**src/rtl/adc_rd_pkg.sv**
```systemverilog
package adc_rd_pkg;
  typedef enum logic [2:0] {
    S_IDLE,
    S_CNV,
    S_WAIT,
    S_SHIFT,
    S_GAP,
    S_DONE
  } rd_state_e;

  localparam int unsigned RESULT_W = 12;
  localparam int unsigned BYTE_W   = 8;
endpackage

```
**src/rtl/adc_rd_clkgen.sv**
```systemverilog
// Serial clock generator: idles low while disabled, rise/fall strobes mark toggle edges.
module adc_rd_clkgen #(
  parameter int unsigned HALF = 2
) (
  input  logic clk_i,
  input  logic rst_ni,
  input  logic en_i,
  output logic sclk_o,
  output logic rise_o,
  output logic fall_o
);
  localparam int unsigned CW = (HALF > 1) ? $clog2(HALF) : 1;
  localparam logic [CW-1:0] HALF_M1 = CW'(HALF - 1);

  logic [CW-1:0] cnt_q;
  logic          sclk_q;
  logic          wrap;

  assign wrap = en_i && (cnt_q == HALF_M1);

  always_ff @(posedge clk_i or negedge rst_ni) begin
    if (!rst_ni) begin
      cnt_q  <= '0;
      sclk_q <= 1'b0;
    end else if (!en_i) begin
      cnt_q  <= '0;
      sclk_q <= 1'b0;
    end else if (wrap) begin
      cnt_q  <= '0;
      sclk_q <= ~sclk_q;
    end else begin
      cnt_q <= cnt_q + 1'b1;
    end
  end

  assign sclk_o = sclk_q;
  assign rise_o = wrap && !sclk_q;
  assign fall_o = wrap && sclk_q;
endmodule

```
**src/rtl/adc_rd_shifter.sv**
```systemverilog
// MSB-first capture register, filled on serial clock rising edges.
module adc_rd_shifter #(
  parameter int unsigned SH_W = 16
) (
  input  logic            clk_i,
  input  logic            rst_ni,
  input  logic            clear_i,
  input  logic            shift_i,
  input  logic            din_i,
  output logic [SH_W-1:0] word_o
);
  logic [SH_W-1:0] sh_q;

  always_ff @(posedge clk_i or negedge rst_ni) begin
    if (!rst_ni)      sh_q <= '0;
    else if (clear_i) sh_q <= '0;
    else if (shift_i) sh_q <= {sh_q[SH_W-2:0], din_i};
  end

  assign word_o = sh_q;
endmodule

```
**src/rtl/adc_serial_rd.sv**
```systemverilog
module adc_serial_rd #(
  parameter int unsigned CLK_DIV     = 4,
  parameter int unsigned CONV_CYCLES = 20,
  parameter int unsigned LONG_CLKS   = 14
) (
  input  logic        clk_i,
  input  logic        rst_ni,
  input  logic        start_i,
  input  logic        mode_i,
  input  logic        adc_din_i,
  output logic        cnvst_o,
  output logic        sclk_o,
  output logic        busy_o,
  output logic        result_valid_o,
  output logic [11:0] result_o
);
  import adc_rd_pkg::*;

  localparam int unsigned HALF = CLK_DIV / 2;
  localparam int unsigned SH_W = 2 * BYTE_W;
  localparam int unsigned TMAX = (CLK_DIV > CONV_CYCLES) ? CLK_DIV : CONV_CYCLES;
  localparam int unsigned TW   = $clog2(TMAX + 1);
  localparam logic [TW-1:0] DIV_M1  = TW'(CLK_DIV - 1);
  localparam logic [TW-1:0] CONV_M1 = TW'(CONV_CYCLES - 1);

  rd_state_e state_q;
  logic [TW-1:0]       tmr_q;
  logic [4:0]          per_q;
  logic                frame2_q;
  logic                mode_q;
  logic [RESULT_W-1:0] result_q;

  logic            accept;
  logic            sclk_rise, sclk_fall;
  logic [SH_W-1:0] cap_word;
  logic [SH_W-1:0] aligned;
  logic [4:0]      frame_last;
  logic [2:0]      shamt;

  assign accept     = start_i && (state_q == S_IDLE || state_q == S_DONE);
  assign frame_last = mode_q ? 5'(LONG_CLKS - 1) : 5'(BYTE_W - 1);
  // total bits captured minus 12: byte mode captures 16
  assign shamt      = mode_q ? 3'(LONG_CLKS - RESULT_W) : 3'(SH_W - RESULT_W);
  assign aligned    = cap_word >> shamt;

  adc_rd_clkgen #(.HALF(HALF)) u_clkgen (
    .clk_i  (clk_i),
    .rst_ni (rst_ni),
    .en_i   (state_q == S_SHIFT),
    .sclk_o (sclk_o),
    .rise_o (sclk_rise),
    .fall_o (sclk_fall)
  );

  adc_rd_shifter #(.SH_W(SH_W)) u_shifter (
    .clk_i   (clk_i),
    .rst_ni  (rst_ni),
    .clear_i (accept),
    .shift_i (sclk_rise),
    .din_i   (adc_din_i),
    .word_o  (cap_word)
  );

  always_ff @(posedge clk_i or negedge rst_ni) begin
    if (!rst_ni) begin
      state_q  <= S_IDLE;
      tmr_q    <= '0;
      per_q    <= '0;
      frame2_q <= 1'b0;
      mode_q   <= 1'b0;
      result_q <= '0;
    end else begin
      case (state_q)
        S_IDLE, S_DONE: begin
          if (accept) begin
            state_q <= S_CNV;
            tmr_q   <= DIV_M1;
            mode_q  <= mode_i;
          end else begin
            state_q <= S_IDLE;
          end
        end
        S_CNV: begin
          if (tmr_q == '0) begin
            state_q <= S_WAIT;
            tmr_q   <= CONV_M1;
          end else begin
            tmr_q <= tmr_q - 1'b1;
          end
        end
        S_WAIT: begin
          if (tmr_q == '0) begin
            state_q  <= S_SHIFT;
            per_q    <= '0;
            frame2_q <= 1'b0;
          end else begin
            tmr_q <= tmr_q - 1'b1;
          end
        end
        S_SHIFT: begin
          if (sclk_fall) begin
            if (per_q == frame_last) begin
              if (!mode_q && !frame2_q) begin
                state_q  <= S_GAP;
                tmr_q    <= DIV_M1;
                frame2_q <= 1'b1;
              end else begin
                state_q  <= S_DONE;
                result_q <= aligned[RESULT_W-1:0];
              end
            end else begin
              per_q <= per_q + 1'b1;
            end
          end
        end
        S_GAP: begin
          if (tmr_q == '0) begin
            state_q <= S_SHIFT;
            per_q   <= '0;
          end else begin
            tmr_q <= tmr_q - 1'b1;
          end
        end
        default: state_q <= S_IDLE;
      endcase
    end
  end

  assign cnvst_o        = (state_q == S_CNV);
  assign busy_o         = (state_q == S_CNV) || (state_q == S_WAIT) ||
                          (state_q == S_SHIFT) || (state_q == S_GAP);
  assign result_valid_o = (state_q == S_DONE);
  assign result_o       = result_q;
endmodule

```
**config.mk**
```make
export PLATFORM = sky130hd
export DESIGN_NAME = adc_serial_rd
export DESIGN_NICKNAME = d
export VERILOG_FILES = /design/src/rtl/adc_rd_pkg.sv /design/src/rtl/adc_rd_clkgen.sv /design/src/rtl/adc_rd_shifter.sv /design/src/rtl/adc_serial_rd.sv
export SDC_FILE = /design/constraint.sdc
export NUM_CORES = 1
export LEC_CHECK = 0
export BUFFER_PORTS_ARGS = -buffer_cell sky130_fd_sc_hd__buf_2
export CAP_MARGIN = 20
export CORE_MARGIN = 10
export CORE_UTILIZATION = 53
export CTS_CLUSTER_SIZE = 20
export DETAILED_ROUTE_END_ITERATION = 12
export GPL_TIMING_DRIVEN = 0
export HOLD_SLACK_MARGIN = 0.1
export PLACE_DENSITY = 0.75
export SYNTH_ARGS = -nofsm -noshare
export SYNTH_HDL_FRONTEND = slang
export SYNTH_SLANG_ARGS = --single-unit
```
**constraint.sdc**
```tcl
create_clock -name clk_i -period 1.8 [get_ports clk_i]
set_input_delay 0.27 -clock clk_i [delete_from_list [all_inputs] [get_ports clk_i]]
set_output_delay 0.27 -clock clk_i [all_outputs]
set_load 0.1 [all_outputs]
```
Word level (Yosys, flattened, before mapping)
Cells that the tools add are included.
{ "totals": {"ff_bits": 45} }
{ "op_classes": {"n_addsub": 3, "eq_ne": 16, "n_shift": 1, "n_mux": 31, "bitwise_logic": 2, "reduce_logical": 26} }
{ "op_table": {"columns": ["op", "count"], "rows": [
  ["5-bit 2-to-1 mux", 9],
  ["16-bit 2-to-1 mux", 2],
  ["5-bit one-hot mux with 4 select lines", 1],
  ["2-bit != test (second input constant)", 8],
  ["16-bit by 3-bit >> shifter with 12-bit output", 1],
  ["3-bit 2-to-1 mux", 5],
  ["3-bit one-hot mux with 4 select lines", 1],
  ["4-bit AND reduction", 3],
  ["1-bit 2-to-1 mux", 10],
  ["5-bit one-hot mux with 2 select lines", 1],
  ["3-bit by 2-bit == test with 1-bit output (second input constant)", 2],
  ["3-bit == test (second input constant)", 2],
  ["6-bit AND reduction", 1],
  ["2-bit nonzero test", 3],
  ["5-bit by 1-bit adder with 5-bit output (second input constant)", 1],
  ["5-bit by 4-bit == test with 1-bit output", 1],
  ["1-bit logical AND", 5],
  ["5-bit logical NOT", 1],
  ["5-bit AND reduction", 1],
  ["5-bit by 1-bit subtractor with 5-bit output (second input constant)", 1],
  ["1-bit logical OR", 4],
  ["4-bit 2-to-1 mux", 1],
  ["2-bit by 1-bit != test with 1-bit output (second input constant)", 2],
  ["4-bit nonzero test", 1],
  ["other kinds (8)", 12]
]} }

Logic depth before layout (Yosys ltp)
{ "depth": {"word_depth": 6, "ltp_mapped": 7, "ltp_nobuf": 7} }

Cells and area by module
A second synthesis with hierarchy kept.
{ "unflattened": {"cells_unflattened": 232, "hier_area_um2": 2393.5} }
{ "modules_own_cells": {"columns": ["module", "n_inst", "cells_per_inst", "area_each_um2", "seq_area_each_um2"], "rows": [
  ["adc_serial_rd", 1, 172, 1644.1, 675.6],
  ["adc_rd_shifter", 1, 52, 660.6, 400.4],
  ["adc_rd_clkgen", 1, 8, 88.8, 50.0]
]} }

Worst setup path after synthesis
OpenSTA, ideal clock, no wires.
{ "synth_path": {"kind": "reg2reg", "startpoint": "register state_q[1]", "endpoint": "register tmr_q[3]", "setup_ns": 0.125, "arrival_time_ns": 2.544, "setup_slack_ns": -0.869, "path_stages_with_launch": 7, "synth_period_minus_slack_ns": 2.669, "cell_sequence": "dfrtp_1 > buf_2 > nor3b_2 > nand2_1 > o21ai_0 > nor2_1 > mux2_4"} }
{ "synth_rtl": {"columns": ["element", "line_no", "source"], "rows": [
  ["start, declared", "adc_serial_rd.sv:26", "rd_state_e state_q;"],
  ["start signal, assigned", "adc_serial_rd.sv:66", "state_q <= S_IDLE;"],
  ["start signal, assigned", "adc_serial_rd.sv:76", "state_q <= S_CNV;"],
  ["start signal, assigned", "adc_serial_rd.sv:80", "state_q <= S_IDLE;"],
  ["3-bit by 1-bit == test with 1-bit output *", null, null],
  ["net cnvst_o", "adc_serial_rd.sv:11", "output logic cnvst_o,"],
  ["4-bit nonzero test (no source line)", null, null],
  ["6-bit AND reduction (no source line)", null, null],
  ["end signal, assigned", "adc_serial_rd.sv:88", "tmr_q <= tmr_q - 1'b1;"],
  ["end signal, assigned", "adc_serial_rd.sv:97", "tmr_q <= tmr_q - 1'b1;"],
  ["end signal, assigned", "adc_serial_rd.sv:121", "tmr_q <= tmr_q - 1'b1;"],
  ["end, declared", "adc_serial_rd.sv:27", "logic [TW-1:0] tmr_q;"]
]} }
The timed path passes the listed nets; every way through them passes the cells marked *.
A chain may end at the register's enable or synchronous reset.

Final worst setup path
{ "layout_path": {"startpoint": "register tmr_q[0]", "endpoint": "register tmr_q[2]"} }
{ "layout_via": {"elab_chain_cells": 3} }
{ "layout_lines": {"columns": ["element", "line_no"], "rows": [
  ["5-bit by 1-bit subtractor with 5-bit output or 5-bit logical NOT (tied branches)", null],
  ["5-bit 2-to-1 mux (tied with other cells)", "adc_serial_rd.sv:92, adc_serial_rd.sv:117"],
  ["5-bit one-hot mux with 4 select lines or 6-bit AND reduction (tied branches)", null]
]} }
Parallel ways exist; a longest one is shown, timed or not. The select of a mux whose other input is x is not followed.

==> impl_metrics.ini <==
[global_routing]
grt_usage = 0.130
grt_start_max_net_pins = 46
grt_antenna_before_repair = 0
overflow = 0
grt_pass1_wl_mm = 7.87
grt_pass1_vias = 1618

[yosys]
synth-compound-area-share = 0.202
ys.warnings.count = 0
postSynthAreaPerCell_um2 = 11.1
yosys.area_share.xor_xnor = 0.0154
synth.distinct_cells = 54
syn-num-nets = 212
synth-simple-area-share = 0.160
synthMuxAreaShare = 0.0843
synth_top_family_by_area = compound AO/OA/AOI/OAI gates
synth.ff_latch_count = 45
synth_edf_count = 0
synthesis.area_um2 = 2270
synth_fa_ha_area_frac = 0.0110
ys.flop_type = dfrtp_1
synthCells = 205
synth_seq_area_share = 0.496
async_reset_ff_frac = 1.00

[timing]
relSlewSlack = 0.362
hold_violations = 0
fin_crit_sh = 1.08
setup_violations = 5
skew_ns = 0.0160
maxSlewViolCount = 0
period_needed_ns = 1.95
worst_slack_ns = -0.147
rsz0062_at_grt = true
fmax_mhz = 514
worst_pin_slew_ns = 0.957

[pwr]
vdd_ir_drop_max_uv = 1140
switchingPower_mw = 2.25
p_seq_frac = 0.346
pwr-share-comb = 0.495
p_int_mw = 2.56
power_density_nw_per_um2 = 1720
sw_frac_of_total = 0.468
pwr-share-clk = 0.159
power.leakage_nw = 1.29

[floorplan]
num_rows = 23
ioPinCount = 21
die_w_um = 85.5
core_area_um2 = 4090
start_util = 0.556
fp.dieArea_um2 = 7310
die_h_um = 85.5

[critical_path]
crit_chain = inv_2, ha_4, nand2b_4, or3_4, a211oi_4, o21bai_4, mux2_4
endpoint_kind = flip-flop
crit_slowest_cell = dfrtp_1
crit_type = reg2reg
worstPathRequired_ns = 1.98
slowest_delay_ns = 0.40
worstReg2RegStart = tmr_q[0]
cp-start-kind = flip-flop
rr_worst_depth = 7
rrSetupSlack_ns = -0.15
r2r_end = tmr_q[2]
worst-path-max-fanout = 5
cp_data_arrival_time_ns = 2.13

[placement]
dp_slack_ns = -0.323
port_buffers = 20
routabilityCongestion = 0.783
dp_hpwl_mm = 3.13

[clocking]
clk-insertion-delay-late_ns = 0.30
cts.clk_slew.worst_paths_ns = 0.09
ctsRootBufferMaster = clkbuf_8
clock_sinks = 45
htreeDepth = 2
numCtsBuffers = 5
cts_buffer_depth = 2
cts.hold.buffers_added = 0
cts_tree = done

[final_layout]
n_antenna_cell = 0
layout_commonest_cell = dfrtp_1
fin_util = 0.684
fin_nets = 251
syn2layout_area_growth_pct = 23.0
layout_common_cells = 44 x dfrtp_1, 18 x buf_2, 17 x nor2_1, 16 x a21oi_1, 16 x a22o_1
drive_gt1_frac = 0.327

[routing]
via_count = 1683
drt-vias-per-instance = 5.71
drt-initial-drc-count = 123
first_pass_iters = 4
finalWirelength_mm = 4.88
wl_per_cell_um = 16.5
ant_nets = 0
drc = 0

[status]
failed_checks = setup timing
status = finished with violations

[worst_hold_path]
hp-class = in2async

[job]
cap_viol_max_count = 0
==> cell type report <==
class                      instances  area, µm²
multi-input combinational        145       1160
buffer                            11       91.3
clock inverter                     2       38.8
timing repair buffer              32        225
inverter                           4       15.0
clock buffer                       6       72.6
fill                             316       1290
sequential                        45       1130
tap                               50       62.6
==> critical path, delay by kind of cell, from the launching register on <==
family | cells | cell delay, ns
AO/OA/AOI/OAI | 2 | 0.48
flip-flops | 1 | 0.40
AND/OR/NAND/NOR | 2 | 0.40
multiplexers | 1 | 0.32
adder cells (fa/ha/maj) | 1 | 0.15
buffers and inverters | 1 | 0.08
==> synthesized netlist by cell type (2+ instances only) <==
| cell type | number | share of area |
|---|---|---|
| dfrtp_1 | 45 | 0.50 |
| nor2_1 | 18 | 0.030 |
| a21oi_1 | 16 | 0.035 |
| a22o_1 | 16 | 0.062 |
| nand2_1 | 13 | 0.021 |
| mux2i_1 | 12 | 0.053 |
| buf_2 | 7 | 0.015 |
| o21ai_0 | 6 | 0.013 |
| inv_1 | 4 | 0.0066 |
| mux2_4 | 4 | 0.026 |
| nand2b_1 | 4 | 0.011 |
| o211ai_1 | 4 | 0.013 |
| a21o_1 | 3 | 0.0099 |
| nor2b_1 | 3 | 0.0083 |
| o31ai_1 | 3 | 0.0099 |
| xnor2_1 | 3 | 0.012 |
| buf_4 | 2 | 0.0066 |
| ha_1 | 2 | 0.011 |
| nor2_2 | 2 | 0.0055 |
| nor3b_2 | 2 | 0.011 |
| o21ai_1 | 2 | 0.0044 |
| o22ai_1 | 2 | 0.0055 |
==> repair_timing <==
item	CTS	global route
endpoints found under the setup margin	20	31
gates resized for setup	15	21
pin swaps	3	4
gates cloned	0	0
buffers inserted	5	7
==> metrics by stage <==
stage / instance area (µm²) / TNS (ns) / total power, mW / hold slack (ns) / cells
5_1_grt: 2800 / -0.845 / 5.09 / 0.171 / 295
6_report: 2800 / -0.573 / 4.81 / 0.108 / 295
3_5_place_dp: 2460 / -2.07 / 3.85 / 0.489 / 275
2_1_floorplan: 2300 / -1.76 / 3.44 / -0.0256 / 205
3_3_place_gp: 2460 / -1.45 / 3.81 / 0.485 / 275
4_1_cts: 2660 / -0.336 / 4.68 / 0.158 / 288
==> cells by family after synthesis <==
family | after synthesis
flip-flops | 45
adder cells (fa/ha/maj) | 2
buffers and inverters | 15
AND/OR/NAND/NOR | 59
multiplexers | 17
AO/OA/AOI/OAI | 63
XOR/XNOR | 4
==> state kept, by name, indices dropped and copies added (netlist names), 3 cells and up <==
register / flops
state_q: 3
per_q: 5
u_shifter.word_o: 16
tmr_q: 5
result_o: 12
==> metal layers <==
metal | GRT usage | up-vias | routed length, µm
li1 | - | 822 | -
met2 | 0.208 | 32 | 2440
met1 | 0.163 | 821 | 2170
met4 | 0.0434 | 0 | 62
met5 | 0 | - | 0
met3 | 0.0392 | 8 | 210
==> power groups by stage <==
stage                     Sequential, mW  Combinational [mW]  Clock [mW]
final                               1.66                2.38       0.766
after global routing                1.71                2.55       0.832
after CTS                           1.64                2.25       0.785
after detailed placement            1.66                2.19           0
after floorplan                     2.23                1.20           0
after global placement              1.65                2.17           0
==> worst max-delay path by stage <==
stage / to / start / slack (ns)
final: tmr_q[2] / tmr_q[0] / -0.15
after global routing: tmr_q[1] / tmr_q[0] / -0.19
after CTS: tmr_q[1] / tmr_q[1] / -0.09
after detailed placement: tmr_q[2] / tmr_q[0] / -0.32
after global placement: tmr_q[1] / tmr_q[0] / -0.32
after floorplan: tmr_q[2] / state_q[2] / -0.37
Note: power is estimated with default switching activity, not from simulation.
